**config.mk**
```make
export PLATFORM = sky130hd
export DESIGN_NAME = tblk_admit
export DESIGN_NICKNAME = d
export VERILOG_FILES = /design/src/rtl/tblk_pkg.sv /design/src/rtl/tblk_fit.sv /design/src/rtl/tblk_slot_tab.sv /design/src/rtl/tblk_pool.sv /design/src/rtl/tblk_admit.sv
export SDC_FILE = /design/constraint.sdc
export NUM_CORES = 1
export LEC_CHECK = 0
export ABC_CLOCK_PERIOD_IN_PS = 32100
export BUFFER_PORTS_ARGS = -buffer_cell sky130_fd_sc_hd__buf_2
export CAP_MARGIN = 30
export CORE_ASPECT_RATIO = 1.1
export CORE_MARGIN = 5
export CORE_UTILIZATION = 60
export CTS_CLUSTER_DIAMETER = 30
export DETAILED_ROUTE_END_ITERATION = 16
export PLACE_DENSITY = 0.77
export SLEW_MARGIN = 40
export SYNTH_ARGS = -nofsm -noshare
export SYNTH_HDL_FRONTEND = slang
export SYNTH_SLANG_ARGS = --single-unit
```
**constraint.sdc**
```tcl
create_clock -name clk -period 32.1 [get_ports clk]
set_input_delay 6.42 -clock clk [delete_from_list [all_inputs] [get_ports clk]]
set_output_delay 6.42 -clock clk [all_outputs]
set_load 0.05 [all_outputs]
```
**src/rtl/tblk_pkg.sv**
```systemverilog
package tblk_pkg;
  localparam int DEF_SLOTS      = 8;
  localparam int DEF_SM_THREADS = 768;
  localparam int DEF_BLK_THR    = 512;
  localparam int DEF_REGS       = 8192;
  localparam int DEF_SMEM       = 16384;
  localparam int DEF_WARP       = 32;
  localparam int DEF_THR_W      = 10;
  localparam int DEF_RPT_W      = 8;
  localparam int DEF_SMEM_W     = 15;
endpackage

```
**src/rtl/tblk_fit.sv**
```systemverilog
module tblk_fit #(
  parameter int SM_THREADS = 768,
  parameter int BLK_THR    = 512,
  parameter int REGS       = 8192,
  parameter int SMEM       = 16384,
  parameter int WARP       = 32,
  parameter int THR_W      = 10,
  parameter int RPT_W      = 8,
  parameter int SMEM_W     = 15,
  parameter int THRC_W     = 10,
  parameter int REG_W      = 14,
  parameter int SMEM_CW    = 15,
  parameter int WARP_W     = 5
) (
  input  logic [THR_W-1:0]   threads,
  input  logic [RPT_W-1:0]   rpt,
  input  logic [SMEM_W-1:0]  smem,
  input  logic               slot_free,
  input  logic [THRC_W-1:0]  thr_used,
  input  logic [REG_W-1:0]   reg_used,
  input  logic [REG_W-1:0]   reg_ptr,
  input  logic [SMEM_CW-1:0] smem_used,
  output logic               reject,
  output logic               fits,
  output logic [REG_W-1:0]   need,
  output logic [WARP_W-1:0]  warps
);
  logic [31:0] need32;
  logic [31:0] warps32;
  logic        in_range;

  always_comb begin
    need32   = 32'(threads) * 32'(rpt);
    in_range = (threads != '0) && (32'(threads) <= 32'(BLK_THR));
    reject   = !in_range || (need32 > 32'(REGS)) || (32'(smem) > 32'(SMEM));
    fits     = slot_free
             && (32'(thr_used) + 32'(threads) <= 32'(SM_THREADS))
             && (32'(reg_used) + need32 <= 32'(REGS))
             && (32'(reg_ptr) + need32 <= 32'(REGS))
             && (32'(smem_used) + 32'(smem) <= 32'(SMEM));
    need     = REG_W'(need32);
    warps32  = (32'(threads) + 32'(WARP - 1)) / 32'(WARP);
    warps    = WARP_W'(warps32);
  end
endmodule

```
**src/rtl/tblk_slot_tab.sv**
```systemverilog
module tblk_slot_tab #(
  parameter int SLOTS   = 8,
  parameter int SLOT_W  = 3,
  parameter int THR_W   = 10,
  parameter int REG_W   = 14,
  parameter int SMEM_W  = 15
) (
  input  logic              clk,
  input  logic              rst,
  input  logic              wr_en,
  input  logic [THR_W-1:0]  wr_thr,
  input  logic [REG_W-1:0]  wr_need,
  input  logic [SMEM_W-1:0] wr_smem,
  input  logic              rel_en,
  input  logic [SLOT_W-1:0] rel_slot,
  output logic [SLOTS-1:0]  occ,
  output logic              free_any,
  output logic [SLOT_W-1:0] free_slot,
  output logic [THR_W-1:0]  rd_thr,
  output logic [REG_W-1:0]  rd_need,
  output logic [SMEM_W-1:0] rd_smem,
  output logic              empty_next
);
  logic [THR_W-1:0]  thr_mem  [SLOTS];
  logic [REG_W-1:0]  need_mem [SLOTS];
  logic [SMEM_W-1:0] smem_mem [SLOTS];
  logic [SLOTS-1:0]  occ_next;

  always_comb begin
    free_any  = 1'b0;
    free_slot = '0;
    for (int i = SLOTS - 1; i >= 0; i--) begin
      if (!occ[i]) begin
        free_any  = 1'b1;
        free_slot = SLOT_W'(i);
      end
    end
  end

  always_comb begin
    occ_next = occ;
    if (rel_en) occ_next[rel_slot] = 1'b0;
    if (wr_en)  occ_next[free_slot] = 1'b1;
    empty_next = (occ_next == '0);
  end

  always_ff @(posedge clk) begin
    if (rst) occ <= '0;
    else     occ <= occ_next;
  end

  always_ff @(posedge clk) begin
    if (wr_en) begin
      thr_mem[free_slot]  <= wr_thr;
      need_mem[free_slot] <= wr_need;
      smem_mem[free_slot] <= wr_smem;
    end
  end

  assign rd_thr  = thr_mem[rel_slot];
  assign rd_need = need_mem[rel_slot];
  assign rd_smem = smem_mem[rel_slot];
endmodule

```
**src/rtl/tblk_pool.sv**
```systemverilog
module tblk_pool #(
  parameter int THR_W   = 10,
  parameter int SMEM_W  = 15,
  parameter int THRC_W  = 10,
  parameter int REG_W   = 14,
  parameter int SMEM_CW = 15
) (
  input  logic               clk,
  input  logic               rst,
  input  logic               add_en,
  input  logic [THR_W-1:0]   add_thr,
  input  logic [REG_W-1:0]   add_need,
  input  logic [SMEM_W-1:0]  add_smem,
  input  logic               sub_en,
  input  logic [THR_W-1:0]   sub_thr,
  input  logic [REG_W-1:0]   sub_need,
  input  logic [SMEM_W-1:0]  sub_smem,
  input  logic               empty_next,
  output logic [THRC_W-1:0]  thr_used,
  output logic [REG_W-1:0]   reg_used,
  output logic [REG_W-1:0]   reg_ptr,
  output logic [SMEM_CW-1:0] smem_used
);
  logic [THRC_W-1:0]  thr_add, thr_sub;
  logic [REG_W-1:0]   reg_add, reg_sub;
  logic [SMEM_CW-1:0] sm_add, sm_sub;

  always_comb begin
    thr_add = add_en ? THRC_W'(add_thr)   : '0;
    thr_sub = sub_en ? THRC_W'(sub_thr)   : '0;
    reg_add = add_en ? add_need           : '0;
    reg_sub = sub_en ? sub_need           : '0;
    sm_add  = add_en ? SMEM_CW'(add_smem) : '0;
    sm_sub  = sub_en ? SMEM_CW'(sub_smem) : '0;
  end

  always_ff @(posedge clk) begin
    if (rst) begin
      thr_used  <= '0;
      reg_used  <= '0;
      reg_ptr   <= '0;
      smem_used <= '0;
    end else begin
      thr_used  <= thr_used + thr_add - thr_sub;
      reg_used  <= reg_used + reg_add - reg_sub;
      smem_used <= smem_used + sm_add - sm_sub;
      if (empty_next)  reg_ptr <= '0;
      else if (add_en) reg_ptr <= reg_ptr + add_need;
    end
  end
endmodule

```
**src/rtl/tblk_admit.sv**
```systemverilog
module tblk_admit
  import tblk_pkg::*;
#(
  parameter int SLOTS      = DEF_SLOTS,
  parameter int SM_THREADS = DEF_SM_THREADS,
  parameter int BLK_THR    = DEF_BLK_THR,
  parameter int REGS       = DEF_REGS,
  parameter int SMEM       = DEF_SMEM,
  parameter int WARP       = DEF_WARP,
  parameter int THR_W      = DEF_THR_W,
  parameter int RPT_W      = DEF_RPT_W,
  parameter int SMEM_W     = DEF_SMEM_W,
  localparam int SLOT_W    = $clog2(SLOTS),
  localparam int REG_W     = $clog2(REGS + 1),
  localparam int THRC_W    = $clog2(SM_THREADS + 1),
  localparam int SMEM_CW   = $clog2(SMEM + 1),
  localparam int WARP_W    = $clog2(BLK_THR / WARP + 1)
) (
  input  logic              clk,
  input  logic              rst,
  input  logic              req_valid,
  output logic              req_ready,
  input  logic [THR_W-1:0]  req_threads,
  input  logic [RPT_W-1:0]  req_rpt,
  input  logic [SMEM_W-1:0] req_smem,
  output logic              adm_valid,
  output logic [SLOT_W-1:0] adm_slot,
  output logic [REG_W-1:0]  adm_base,
  output logic [WARP_W-1:0] adm_warps,
  output logic              rej_valid,
  input  logic              rel_valid,
  input  logic [SLOT_W-1:0] rel_slot,
  output logic              err_flag
);
  logic [SLOTS-1:0]   occ;
  logic               free_any, empty_next;
  logic [SLOT_W-1:0]  free_slot;
  logic [THR_W-1:0]   rd_thr;
  logic [REG_W-1:0]   rd_need;
  logic [SMEM_W-1:0]  rd_smem;
  logic [THRC_W-1:0]  thr_used;
  logic [REG_W-1:0]   reg_used, reg_ptr, need;
  logic [SMEM_CW-1:0] smem_used;
  logic [WARP_W-1:0]  warps;
  logic               reject, fits, hs, do_adm, do_rej, rel_ok, rel_bad;

  tblk_fit #(
    .SM_THREADS(SM_THREADS), .BLK_THR(BLK_THR), .REGS(REGS), .SMEM(SMEM),
    .WARP(WARP), .THR_W(THR_W), .RPT_W(RPT_W), .SMEM_W(SMEM_W),
    .THRC_W(THRC_W), .REG_W(REG_W), .SMEM_CW(SMEM_CW), .WARP_W(WARP_W)
  ) u_fit (
    .threads(req_threads), .rpt(req_rpt), .smem(req_smem),
    .slot_free(free_any), .thr_used(thr_used), .reg_used(reg_used),
    .reg_ptr(reg_ptr), .smem_used(smem_used),
    .reject(reject), .fits(fits), .need(need), .warps(warps)
  );

  assign req_ready = reject || fits;
  assign hs        = req_valid && req_ready;
  assign do_adm    = hs && !reject;
  assign do_rej    = hs && reject;
  assign rel_ok    = rel_valid && occ[rel_slot];
  assign rel_bad   = rel_valid && !occ[rel_slot];

  tblk_slot_tab #(
    .SLOTS(SLOTS), .SLOT_W(SLOT_W), .THR_W(THR_W), .REG_W(REG_W), .SMEM_W(SMEM_W)
  ) u_tab (
    .clk(clk), .rst(rst),
    .wr_en(do_adm), .wr_thr(req_threads), .wr_need(need), .wr_smem(req_smem),
    .rel_en(rel_ok), .rel_slot(rel_slot),
    .occ(occ), .free_any(free_any), .free_slot(free_slot),
    .rd_thr(rd_thr), .rd_need(rd_need), .rd_smem(rd_smem),
    .empty_next(empty_next)
  );

  tblk_pool #(
    .THR_W(THR_W), .SMEM_W(SMEM_W), .THRC_W(THRC_W), .REG_W(REG_W), .SMEM_CW(SMEM_CW)
  ) u_pool (
    .clk(clk), .rst(rst),
    .add_en(do_adm), .add_thr(req_threads), .add_need(need), .add_smem(req_smem),
    .sub_en(rel_ok), .sub_thr(rd_thr), .sub_need(rd_need), .sub_smem(rd_smem),
    .empty_next(empty_next),
    .thr_used(thr_used), .reg_used(reg_used), .reg_ptr(reg_ptr), .smem_used(smem_used)
  );

  always_ff @(posedge clk) begin
    if (rst) begin
      adm_valid <= 1'b0;
      adm_slot  <= '0;
      adm_base  <= '0;
      adm_warps <= '0;
      rej_valid <= 1'b0;
      err_flag  <= 1'b0;
    end else begin
      adm_valid <= do_adm;
      rej_valid <= do_rej;
      if (do_adm) begin
        adm_slot  <= free_slot;
        adm_base  <= reg_ptr;
        adm_warps <= warps;
      end
      if (rel_bad) err_flag <= 1'b1;
    end
  end
endmodule

```
==> metrics.txt <==
synthesized flop and latch total=398; most common cell in the netlist=edfxtp_1; synth cell count leaders=edfxtp_1, inv_1, o22ai_1; Peak VDD IR=0.0000708 V; post-synthesis cell type count=80; critical path class=in2out; CTS resizes=0; clock buffer depth=3; flop2flop setup slack=23.41 ns; Slew Limit Fails=0; Worst Hold End=err_flag; core box area=37000 sq um; share of cells above drive strength 1=12.5%; Syn Inst Count=2022; maxcap violations=0; DR WL/cell=23.6 um; WP buf/inv=4; crit path time final=20.03 ns; starting density of the core=60.6%; IO Count=66; initial antenna violation count=4; post-CTS setup buffer count=0; Slew HR=40.5%; Detail Placement HPWL=39600 um; cts hold-fix bufs=0; sequential cell area=11100 sq um; CTS tree=done; worst r2r path cells=27; Seq pwr share=28.0%; via count=17200; total power=2.25 mW; Num CTS Buffers=77; most common cell type on the critical path=fa_1; EDFF count, synth=312; highest clock rate=49.9 MHz; RSZ-0062 raised after global routing=false; Switching Share=35.9%; fillers=2683; area taken by multi-input logic gates=10300 sq um; area delta synth->final=15.6%; Fin Clk Skew=0.0267 ns; Worst setup SP type=primary input; placed cells=2526; DR pass1 iterations=7; outcome=finished, final reports clean; Cell Area, Placed=23300 sq um; DIE AREA=41400 sq um; sequential share of the synthesized area=49.4%; PortBufs=65; grt ovf=0; Hold Path Class=reg2reg; CP peak stage delay=0.57 ns; Ys Warns=0; Lkg Pwr=10.1 nW; CP required=25.68 ns; All-Layer GR Usage=30.5%; NetSw=809 uW; hold depth=2; Setup crit end kind=output port; Critical Path AT=13.61 ns; CP max stage cell=nand4_2; total wire length=63200 um; clock sinks=398; Post-synth top flop=edfxtp_1; ranking of synthesized cells by area=edfxtp_1, fa_1, dfxtp_1, ha_1, o22ai_1; Chip Height=213 um; syn nets=2280; min-delay src=err_flag; r2r endpoint=u_pool.smem_used[14]; clock power share=35.3%; vias per cell=6.45; Yosys top cell area share=41.8%; Power Dens Cells=86.8 nW/um^2; final setup violating endpoints=0; worst r2r src=u_pool.smem_used[0]; final weighted congestion in routability-driven placement=0.921; critical-path maximum fanout=27; final hold violations=0; DIE WIDTH=194 um; clock slew at reported path FFs=0.04 ns; Total Neg Setup Slack=0 ns; first-pass GRT wire length=98300 um; Mapped Avg Cell Area=11.1 sq um; Syn Std Cell Area=22400 sq um; Async SR Flop Fraction=0%; number of DRC markers in iteration 0=1552; Cell Count, Final, Fillers Out=2674; DRC viols=0; Comb power frac=36.8%; number of global-route vias before repair=17600; num rows=74; area leader, netlist=edfxtp_1; Worst path top cell family by delay=adder cells; Cell Int Power=1.44 mW; Final nets=2369; CTS H-tree lvls=3; Routed Antenna Nets=0; root buffer cell=clkbuf_16; final cycle utilization of the critical path=62.4%; Worst Max-Slew Pin Slew=0.884 ns; Finished Cell Area=25900 sq um; Critical Path, Cell by Cell=buf_2 > and2_1 > fa_1 > fa_1 > fa_1 > inv_1 > fa_1 > inv_1 > ha_1 > or3_1 > a31oi_1 > a31oi_1 > xor2_2 > ha_1 > and3_1 > a22o_1 > o31ai_1 > o211ai_1 > a211o_1 > o31ai_2 > nand4_2 > nand2_1 > buf_2; largest net degree at the start of global routing=63; clk_lat worst skew=0.61 ns
cell usage in the layout, fill, tap and decap left out, drive strengths merged, types with 13 or more instances in the layout:
cell type and instances:
o31ai 13, and2 67, nor2 121, edfxtp 312, fa 88, or4 44
ha 130, a21o 35, o21ai 95, clkbuf 89, nand2 111, nor4 18
a211oi 13, nor2b 21, dfxtp 86, nor3 29, inv 207, clkinv 28
nand3 38, buf 94, nor3b 16, a21oi 93, o21bai 14, xor2 32
o22ai 162, xnor2 45
sequential cells by signal, indices dropped and copies added, names as in the netlist:
| register | count |
|---|---|
| u_tab.smem_mem | 120 |
| u_tab.need_mem | 112 |
| u_tab.thr_mem | 80 |
| u_pool.smem_used | 15 |
| adm_base | 14 |
| u_pool.reg_ptr | 14 |
| u_pool.reg_used | 14 |
| u_pool.thr_used | 10 |
| u_tab.occ | 8 |
| adm_warps | 5 |
| adm_slot | 3 |
| adm_valid | 1 |
| err_flag | 1 |
| rej_valid | 1 |
worst min-delay path, stage by stage, from the launching register on:
cell and delay (ns):
dfxtp_1 0.32, nor2_1 0.05, nor2_1 0.06
routing by layer:
layer	GRT usage, %	part of all wire [%]	vias to the layer above	wire (um)
li1	-	-	7658	-
met1	37.5	38	8479	24000
met2	51.6	48	891	30500
met3	5.46	8.5	208	5380
met4	16.8	5.3	0	3360
met5	0	0	-	0
area by class of cell:
cell class	count	area share, %
Multi-Input combinational cell	1348	39.9
Clock inverter	55	2.15
Timing Repair Buffer	94	2.10
Sequential cell	398	42.8
Inverter	192	2.78
Antenna cell	4	0.0386
Tap cell	494	2.38
Clock buffer	89	7.89
metrics by stage:
stage | util (%) | hold WS (ns) | setup WS [ns]
2_1_floorplan | - | 0.460 | 13.09
3_3_place_gp | 62.9 | 0.454 | 12.10
3_5_place_dp | 62.9 | 0.463 | 11.89
4_1_cts | 69.9 | 0.473 | 11.81
5_1_grt | 70.0 | 0.504 | 11.64
6_report | 70.0 | 0.475 | 12.07
power groups by stage:
stage	logic, mW	registers, mW	clock network [mW]
2_1_floorplan	0.595	0.636	0
3_3_place_gp	0.782	0.639	0
3_5_place_dp	0.804	0.639	0
4_1_cts	0.813	0.629	0.800
5_1_grt	0.914	0.630	0.829
6_report	0.827	0.629	0.793
logic make-up (layout without fill, tap and decap cells):
logic type | Yosys count | after routing | synth area share [%]
AO/OA/AOI/OAI | 510 | 510 | 14.6
XOR/XNOR | 77 | 77 | 3.01
adder cells (fa/ha/maj) | 218 | 218 | 15.1
buffers and inverters | 276 | 430 | 4.83
flip-flops | 398 | 398 | 49.4
multiplexers | 8 | 8 | 0.435
other | 0 | 4 | 0
AND/OR/NAND/NOR | 535 | 535 | 12.6
worst max path at each step:
| stage | start | endpoint | cells after the start |
|---|---|---|---|
| finish | req_threads[7] | req_ready | 23 |
| global placement | req_threads[0] | req_ready | 24 |
| global route | req_threads[0] | req_ready | 24 |
| CTS | req_threads[7] | req_ready | 23 |
| floorplan | req_threads[1] | req_ready | 23 |
| detailed placement | req_threads[7] | req_ready | 23 |
Note: power is estimated with default switching activity, not from simulation.
